File: src/rtl/chanact_pkg.sv
package chanact_pkg;

    localparam int ADDR_W  = 3;
    localparam int NUM_CNT = 4;

    typedef enum logic [ADDR_W-1:0] {
        REG_CTRL  = 3'd0,
        REG_TOTAL = 3'd1,
        REG_BUSY  = 3'd2,
        REG_RXF   = 3'd3,
        REG_TXF   = 3'd4
    } reg_addr_e;

    typedef enum logic [1:0] {
        DIV_IDLE,
        DIV_SHIFT,
        DIV_DONE
    } div_state_e;

endpackage

File: src/rtl/act_counter.sv
module act_counter #(
    parameter int W = 32
) (
    input  logic         clk,
    input  logic         rst_n,
    input  logic         inc_i,
    input  logic         wr_i,
    input  logic [W-1:0] wr_data_i,
    output logic [W-1:0] count_o
);
    localparam logic [W-1:0] ALL_ONES = '1;

    logic [W-1:0] count_q;

    always_ff @(posedge clk) begin
        if (!rst_n) begin
            count_q <= '0;
        end else if (wr_i) begin
            count_q <= wr_data_i;
        end else if (inc_i && (count_q != ALL_ONES)) begin
            count_q <= count_q + 1'b1;
        end
    end

    assign count_o = count_q;

endmodule

File: src/rtl/listen_divider.sv
module listen_divider
    import chanact_pkg::*;
#(
    parameter int W       = 32,
    parameter int DIVISOR = 200000
) (
    input  logic         clk,
    input  logic         rst_n,
    input  logic         start_i,
    input  logic [W-1:0] dividend_i,
    output logic [W-1:0] quot_o,
    output logic         done_o
);
    localparam int           SW      = $clog2(W);
    localparam logic [W:0]   DIV_EXT = (W+1)'(DIVISOR);
    localparam logic [SW-1:0] LAST   = SW'(W-1);

    div_state_e state_q, state_d;

    logic [W:0]    rem_q;
    logic [W-1:0]  quo_q;
    logic [W-1:0]  result_q;
    logic [SW-1:0] step_q;
    logic [W:0]    trial;
    logic          fits;

    assign trial = {rem_q[W-1:0], quo_q[W-1]};
    assign fits  = (trial >= DIV_EXT);

    // state register
    always_ff @(posedge clk) begin
        if (!rst_n) state_q <= DIV_IDLE;
        else        state_q <= state_d;
    end

    // next state and outputs
    always_comb begin
        state_d = state_q;
        done_o  = 1'b0;
        unique case (state_q)
            DIV_IDLE:  if (start_i) state_d = DIV_SHIFT;
            DIV_SHIFT: if (step_q == LAST) state_d = DIV_DONE;
            DIV_DONE: begin
                done_o  = 1'b1;
                state_d = DIV_IDLE;
            end
            default:   state_d = DIV_IDLE;
        endcase
    end

    // datapath
    always_ff @(posedge clk) begin
        if (!rst_n) begin
            rem_q    <= '0;
            quo_q    <= '0;
            step_q   <= '0;
            result_q <= '0;
        end else begin
            unique case (state_q)
                DIV_IDLE: begin
                    if (start_i) begin
                        rem_q  <= '0;
                        quo_q  <= dividend_i;
                        step_q <= '0;
                    end
                end
                DIV_SHIFT: begin
                    rem_q  <= fits ? (trial - DIV_EXT) : trial;
                    quo_q  <= {quo_q[W-2:0], fits};
                    step_q <= step_q + 1'b1;
                    if (step_q == LAST) result_q <= {quo_q[W-2:0], fits};
                end
                default: ;
            endcase
        end
    end

    assign quot_o = result_q;

endmodule

File: src/rtl/chan_activity_counters.sv
module chan_activity_counters
    import chanact_pkg::*;
#(
    parameter int CNT_W   = 32,
    parameter int CLK_MHZ = 200
) (
    input  logic                  clk,
    input  logic                  rst_n,
    input  logic                  chan_clear,
    input  logic                  rx_active,
    input  logic                  tx_active,
    input  logic                  wr_en,
    input  logic                  rd_en,
    input  logic [ADDR_W-1:0]     addr,
    input  logic [CNT_W-1:0]      wr_data,
    output logic [CNT_W-1:0]      rd_data,
    output logic [CNT_W-1:0]      listen_ms,
    output logic                  listen_done
);
    localparam int IDX_TOTAL = 0;
    localparam int IDX_RXF   = 2;
    localparam int IDX_TXF   = 3;
    localparam int TICKS_MS  = CLK_MHZ * 1000;

    logic freeze_q, freeze_d;
    logic [NUM_CNT-1:0]            inc_vec;
    logic [NUM_CNT-1:0]            wr_vec;
    logic [NUM_CNT-1:0][CNT_W-1:0] cnt;
    logic [CNT_W+1:0]              diff;
    logic [CNT_W-1:0]              dividend;
    logic [CNT_W-1:0]              rd_next;
    logic                          start;

    // hold control
    always_ff @(posedge clk) begin
        if (!rst_n) begin
            freeze_q <= 1'b0;
            freeze_d <= 1'b0;
        end else begin
            if (wr_en && (addr == REG_CTRL)) freeze_q <= wr_data[0];
            freeze_d <= freeze_q;
        end
    end

    assign inc_vec = freeze_q ? '0 : {tx_active, rx_active, ~chan_clear, 1'b1};

    for (genvar i = 0; i < NUM_CNT; i++) begin : g_cnt
        assign wr_vec[i] = wr_en && (addr == ADDR_W'(i + 1));
        act_counter #(.W(CNT_W)) u_cnt (
            .clk       (clk),
            .rst_n     (rst_n),
            .inc_i     (inc_vec[i]),
            .wr_i      (wr_vec[i]),
            .wr_data_i (wr_data),
            .count_o   (cnt[i])
        );
    end

    // read port
    always_comb begin
        unique case (addr)
            REG_CTRL:  rd_next = {{(CNT_W-1){1'b0}}, freeze_q};
            REG_TOTAL: rd_next = cnt[0];
            REG_BUSY:  rd_next = cnt[1];
            REG_RXF:   rd_next = cnt[2];
            REG_TXF:   rd_next = cnt[3];
            default:   rd_next = '0;
        endcase
    end

    always_ff @(posedge clk) begin
        if (!rst_n)     rd_data <= '0;
        else if (rd_en) rd_data <= rd_next;
    end

    // listen time
    assign diff = {2'b00, cnt[IDX_TOTAL]} - {2'b00, cnt[IDX_RXF]} - {2'b00, cnt[IDX_TXF]};
    assign dividend = (diff[CNT_W+1:CNT_W] != 2'b00) ? '0 : diff[CNT_W-1:0];
    assign start = freeze_q & ~freeze_d;

    listen_divider #(.W(CNT_W), .DIVISOR(TICKS_MS)) u_div (
        .clk        (clk),
        .rst_n      (rst_n),
        .start_i    (start),
        .dividend_i (dividend),
        .quot_o     (listen_ms),
        .done_o     (listen_done)
    );

endmodule

File: config.mk
export PLATFORM = sky130hd
export DESIGN_NAME = chan_activity_counters
export DESIGN_NICKNAME = d
export VERILOG_FILES = /design/src/rtl/chanact_pkg.sv /design/src/rtl/act_counter.sv /design/src/rtl/listen_divider.sv /design/src/rtl/chan_activity_counters.sv
export SDC_FILE = /design/constraint.sdc
export NUM_CORES = 1
export LEC_CHECK = 0
export BUFFER_PORTS_ARGS = -buffer_cell sky130_fd_sc_hd__buf_2
export CORE_ASPECT_RATIO = 1.2
export CORE_MARGIN = 2
export CORE_UTILIZATION = 50
export DETAILED_ROUTE_END_ITERATION = 8
export GPL_TIMING_DRIVEN = 0
export PLACE_DENSITY = 0.69
export SLEW_MARGIN = 10
export SYNTH_ARGS = -nofsm -noshare
export SYNTH_HDL_FRONTEND = slang
export SYNTH_SLANG_ARGS = --single-unit
File: constraint.sdc
create_clock -name clk -period 8.1 [get_ports clk]
set_clock_uncertainty 0.1 [all_clocks]
set_input_delay 0.405 -clock clk [delete_from_list [all_inputs] [get_ports clk]]
set_output_delay 0.405 -clock clk [all_outputs]
set_load 0.02 [all_outputs]
==> out/qor.yml <==
first_pass_iters: 9
cts-resized-gates: 0
relSlewSlack_pct: 31.5
startpoint: "g_cnt[2].u_cnt.count_o[1]"
hold_buffers: 0
vias: 15800
placed_cells: 2571
grt-ovfl-total: 0
yosysUniqueCellTypes: 82
ir_drop_mv: 0.178
die_w_um: 168
syn-num-nets: 2179
timing.hold.ws_ps: 94.2
antennaDiodeCount: 0
cts.htree.levels: 1
p_switching_mw: 1.29
p_int_mw: 2.63
cpPeakStageDelay_ps: 450
min_from: "wr_data[28]"
path_cells: "inv_1 > ha_1 > nor2b_1 > o211ai_1 > a31oi_1 > o21ai_0 > a21oi_1 > o21ai_0 > a21boi_0 > o31a_1 > a21o_1 > xor2_1 > ha_1 > o21a_1 > nor2_1 > nor2_1 > a21o_1 > a41oi_1 > a21boi_2 > nor3_4 > and2_4 > buf_6 > a222oi_1 > nor2_1"
drive_gt1_share_pct: 9.62
antenna_left: 0
cp_slowest_cell: "dfxtp_1"
finalSetupViolCount: 0
min_path_type: "in -> reg"
synth_flop_cell: "dfxtp_1"
drt-wirelength-per-cell_um: 20.2
cts_buffers: 28
synth_area_um2: 16100
hold_viol: 0
coreArea_um2: 32000
r2r_start: "g_cnt[2].u_cnt.count_o[1]"
rsz0062_at_grt: "false"
clock-sinks: 265
yosys-top-cells-area: "dfxtp_1 (33%), a21oi_1 (8.0%), xnor2_1 (6.8%), ha_1 (5.6%), o21ai_0 (5.0%)"
outcome: "finished clean"
synth_edf_count: 0
tightest_slew_ps: 1030
ys_warn_count: 0
clock_latency_ps: 560
cts_root_buffer: "clkbuf_16"
syn_avg_cell_area_um2: 7.83
async_flop_share_pct: 0
netlist.area_leader.share_pct: 32.9
setup_tns_ps: 0
p_comb_share_pct: 29.1
fp-row-count: 72
fmax_mhz: 173
fin_crit_ps: 5780
grt_start_max_net_pins: 14
post_cts_buffers: 0
drt-initial-drc-count: 1328
drc: 0
p_sw_share_pct: 32.9
start_kind: "flop"
dpl.hpwl_mm: 41.7
synth-seq-cells: 265
slew_viol_final: 0
synth_most_common_cell: "dfxtp_1"
area_growth_syn_to_layout_pct: 12.4
clockBufferDepth: 3
start_util_pct: 50.5
dieArea_um2: 33700
grt_usage_pct: 30.3
cp-end-kind: "flop"
powerDensity_nw_per_um2: 216
synth_commonest_cells: "dfxtp_1 (265), a21oi_1 (258), nor2_1 (206)"
cap_violations: 0
arrival_ps: 6110
power_frac_clock_pct: 35.5
wl_mm: 53.0
path_common_cell: "nor2_1"
yosysTopAreaCell: "dfxtp_1"
critPathMaxFanout: 10
grt_first_pass_wirelength_mm: 81.5
critPathKind: "reg -> reg"
gp_congestion: 0.967
cts_tree: "done"
portBuffers: 101
ios: 107
postSynthCellCount: 2063
ys_seq_area_share_pct: 32.9
grt_pass1_vias: 15100
antenna_found_initial: 0
share_seq_of_total_power_pct: 35.4
crit_required_ps: 8420
die_h_um: 201
vias_per_cell: 6.04
finalNetCount: 2310
clkSlewWorstSetupHoldPaths_ps: 70
fin_crit_sh_pct: 71.4
fin_cells: 2622
p_leak_nw: 6.76
-- logic make-up after synthesis --
| kind of cell | after synthesis | share of synthesized area [%] |
|---|---|---|
| xor+xnor | 194 | 10.5 |
| flops | 265 | 32.9 |
| buf+inv | 206 | 5.14 |
| compound gates | 671 | 25.3 |
| fa+ha+maj | 74 | 5.83 |
| mux | 5 | 0.310 |
| simple gates | 648 | 20.0 |
-- metal layers --
layer | share of wire [%] | global-route usage [%]
met5 | 0 | 0
met4 | 4.3 | 14.1
met3 | 6.7 | 3.55
met2 | 47 | 51.7
met1 | 42 | 38.3
-- path summary, 6_finish.rpt --
check	end	slack [ps]	depth (start not counted)
max	u_div.quo_q[13]	2320	24
max reg2reg	u_div.quo_q[13]	2320	24
min reg2reg	u_div.quot_o[16]	350	2
min	g_cnt[3].u_cnt.count_o[28]	90	3
-- layout by cell type, fill, tap and decap left out, types with 9 or more instances in the layout --
master / synthesis / routed
xnor2_1: 125 / 125
clkbuf_16: 0 / 29
dfxtp_1: 265 / 265
a21oi_1: 258 / 258
xor2_1: 69 / 69
and2_1: 9 / 9
nor3_1: 17 / 17
o21ai_0: 160 / 160
o21a_1: 9 / 9
clkbuf_1: 93 / 96
a222oi_1: 20 / 20
a211oi_1: 34 / 34
nor4_1: 16 / 16
a22oi_1: 99 / 99
nor2_1: 206 / 206
a21o_1: 24 / 24
nand2b_1: 10 / 10
nand3_1: 55 / 55
or3_1: 15 / 15
nand2_1: 178 / 178
nor2b_1: 18 / 18
nand4_1: 31 / 31
buf_2: 6 / 107
ha_1: 72 / 72
inv_1: 91 / 91
and3_1: 24 / 24
-- area by class of cell --
class / instances / area [µm²]
inverter: 93 / 349
sequential: 265 / 5310
clock inverter: 13 / 168
timing repair buffer: 101 / 505
multi-input combinational: 1592 / 10000
fill: 3034 / 13800
tap: 407 / 509
buffer: 113 / 480
clock buffer: 38 / 820
-- power by group through the flow --
stage          sequential [mW]  combinational [mW]  clock, mW
3_3_place_gp              1.41                1.10          0
4_1_cts                   1.38                1.12       1.40
2_1_floorplan             1.40               0.847          0
5_1_grt                   1.39                1.25       1.44
3_5_place_dp              1.41                1.12          0
6_report                  1.39                1.14       1.39
-- registers in the layout (all words and copies together), names as in the netlist --
| register | flops |
|---|---|
| g_cnt.u_cnt.count_o | 128 |
| rd_data | 32 |
| u_div.quo_q | 32 |
| u_div.quot_o | 32 |
| u_div.rem_q | 32 |
| u_div.step_q | 5 |
| u_div.state_q | 2 |
| freeze_d | 1 |
| freeze_q | 1 |
-- metrics by stage --
stage,area [µm²],power [mW],util (%),setup WS (ps)
after floorplan,16100,2.24,-,3480
after global placement,17200,2.51,53.7,2560
after detailed placement,17200,2.53,53.7,2490
after CTS,18100,3.91,56.7,2480
after global routing,18100,4.09,56.7,2010
final,18100,3.91,56.7,2320
-- worst max-delay path, delay by kind of cell (launching register included) --
kind / cells / cell delay (ps)
AO/OA/AOI/OAI: 13 / 3290
XOR/XNOR: 1 / 140
adder cells (fa/ha/maj): 2 / 630
buffers and inverters: 2 / 270
flip-flops: 1 / 450
AND/OR/NAND/NOR: 6 / 760
(Power assumes the default switching activity.)
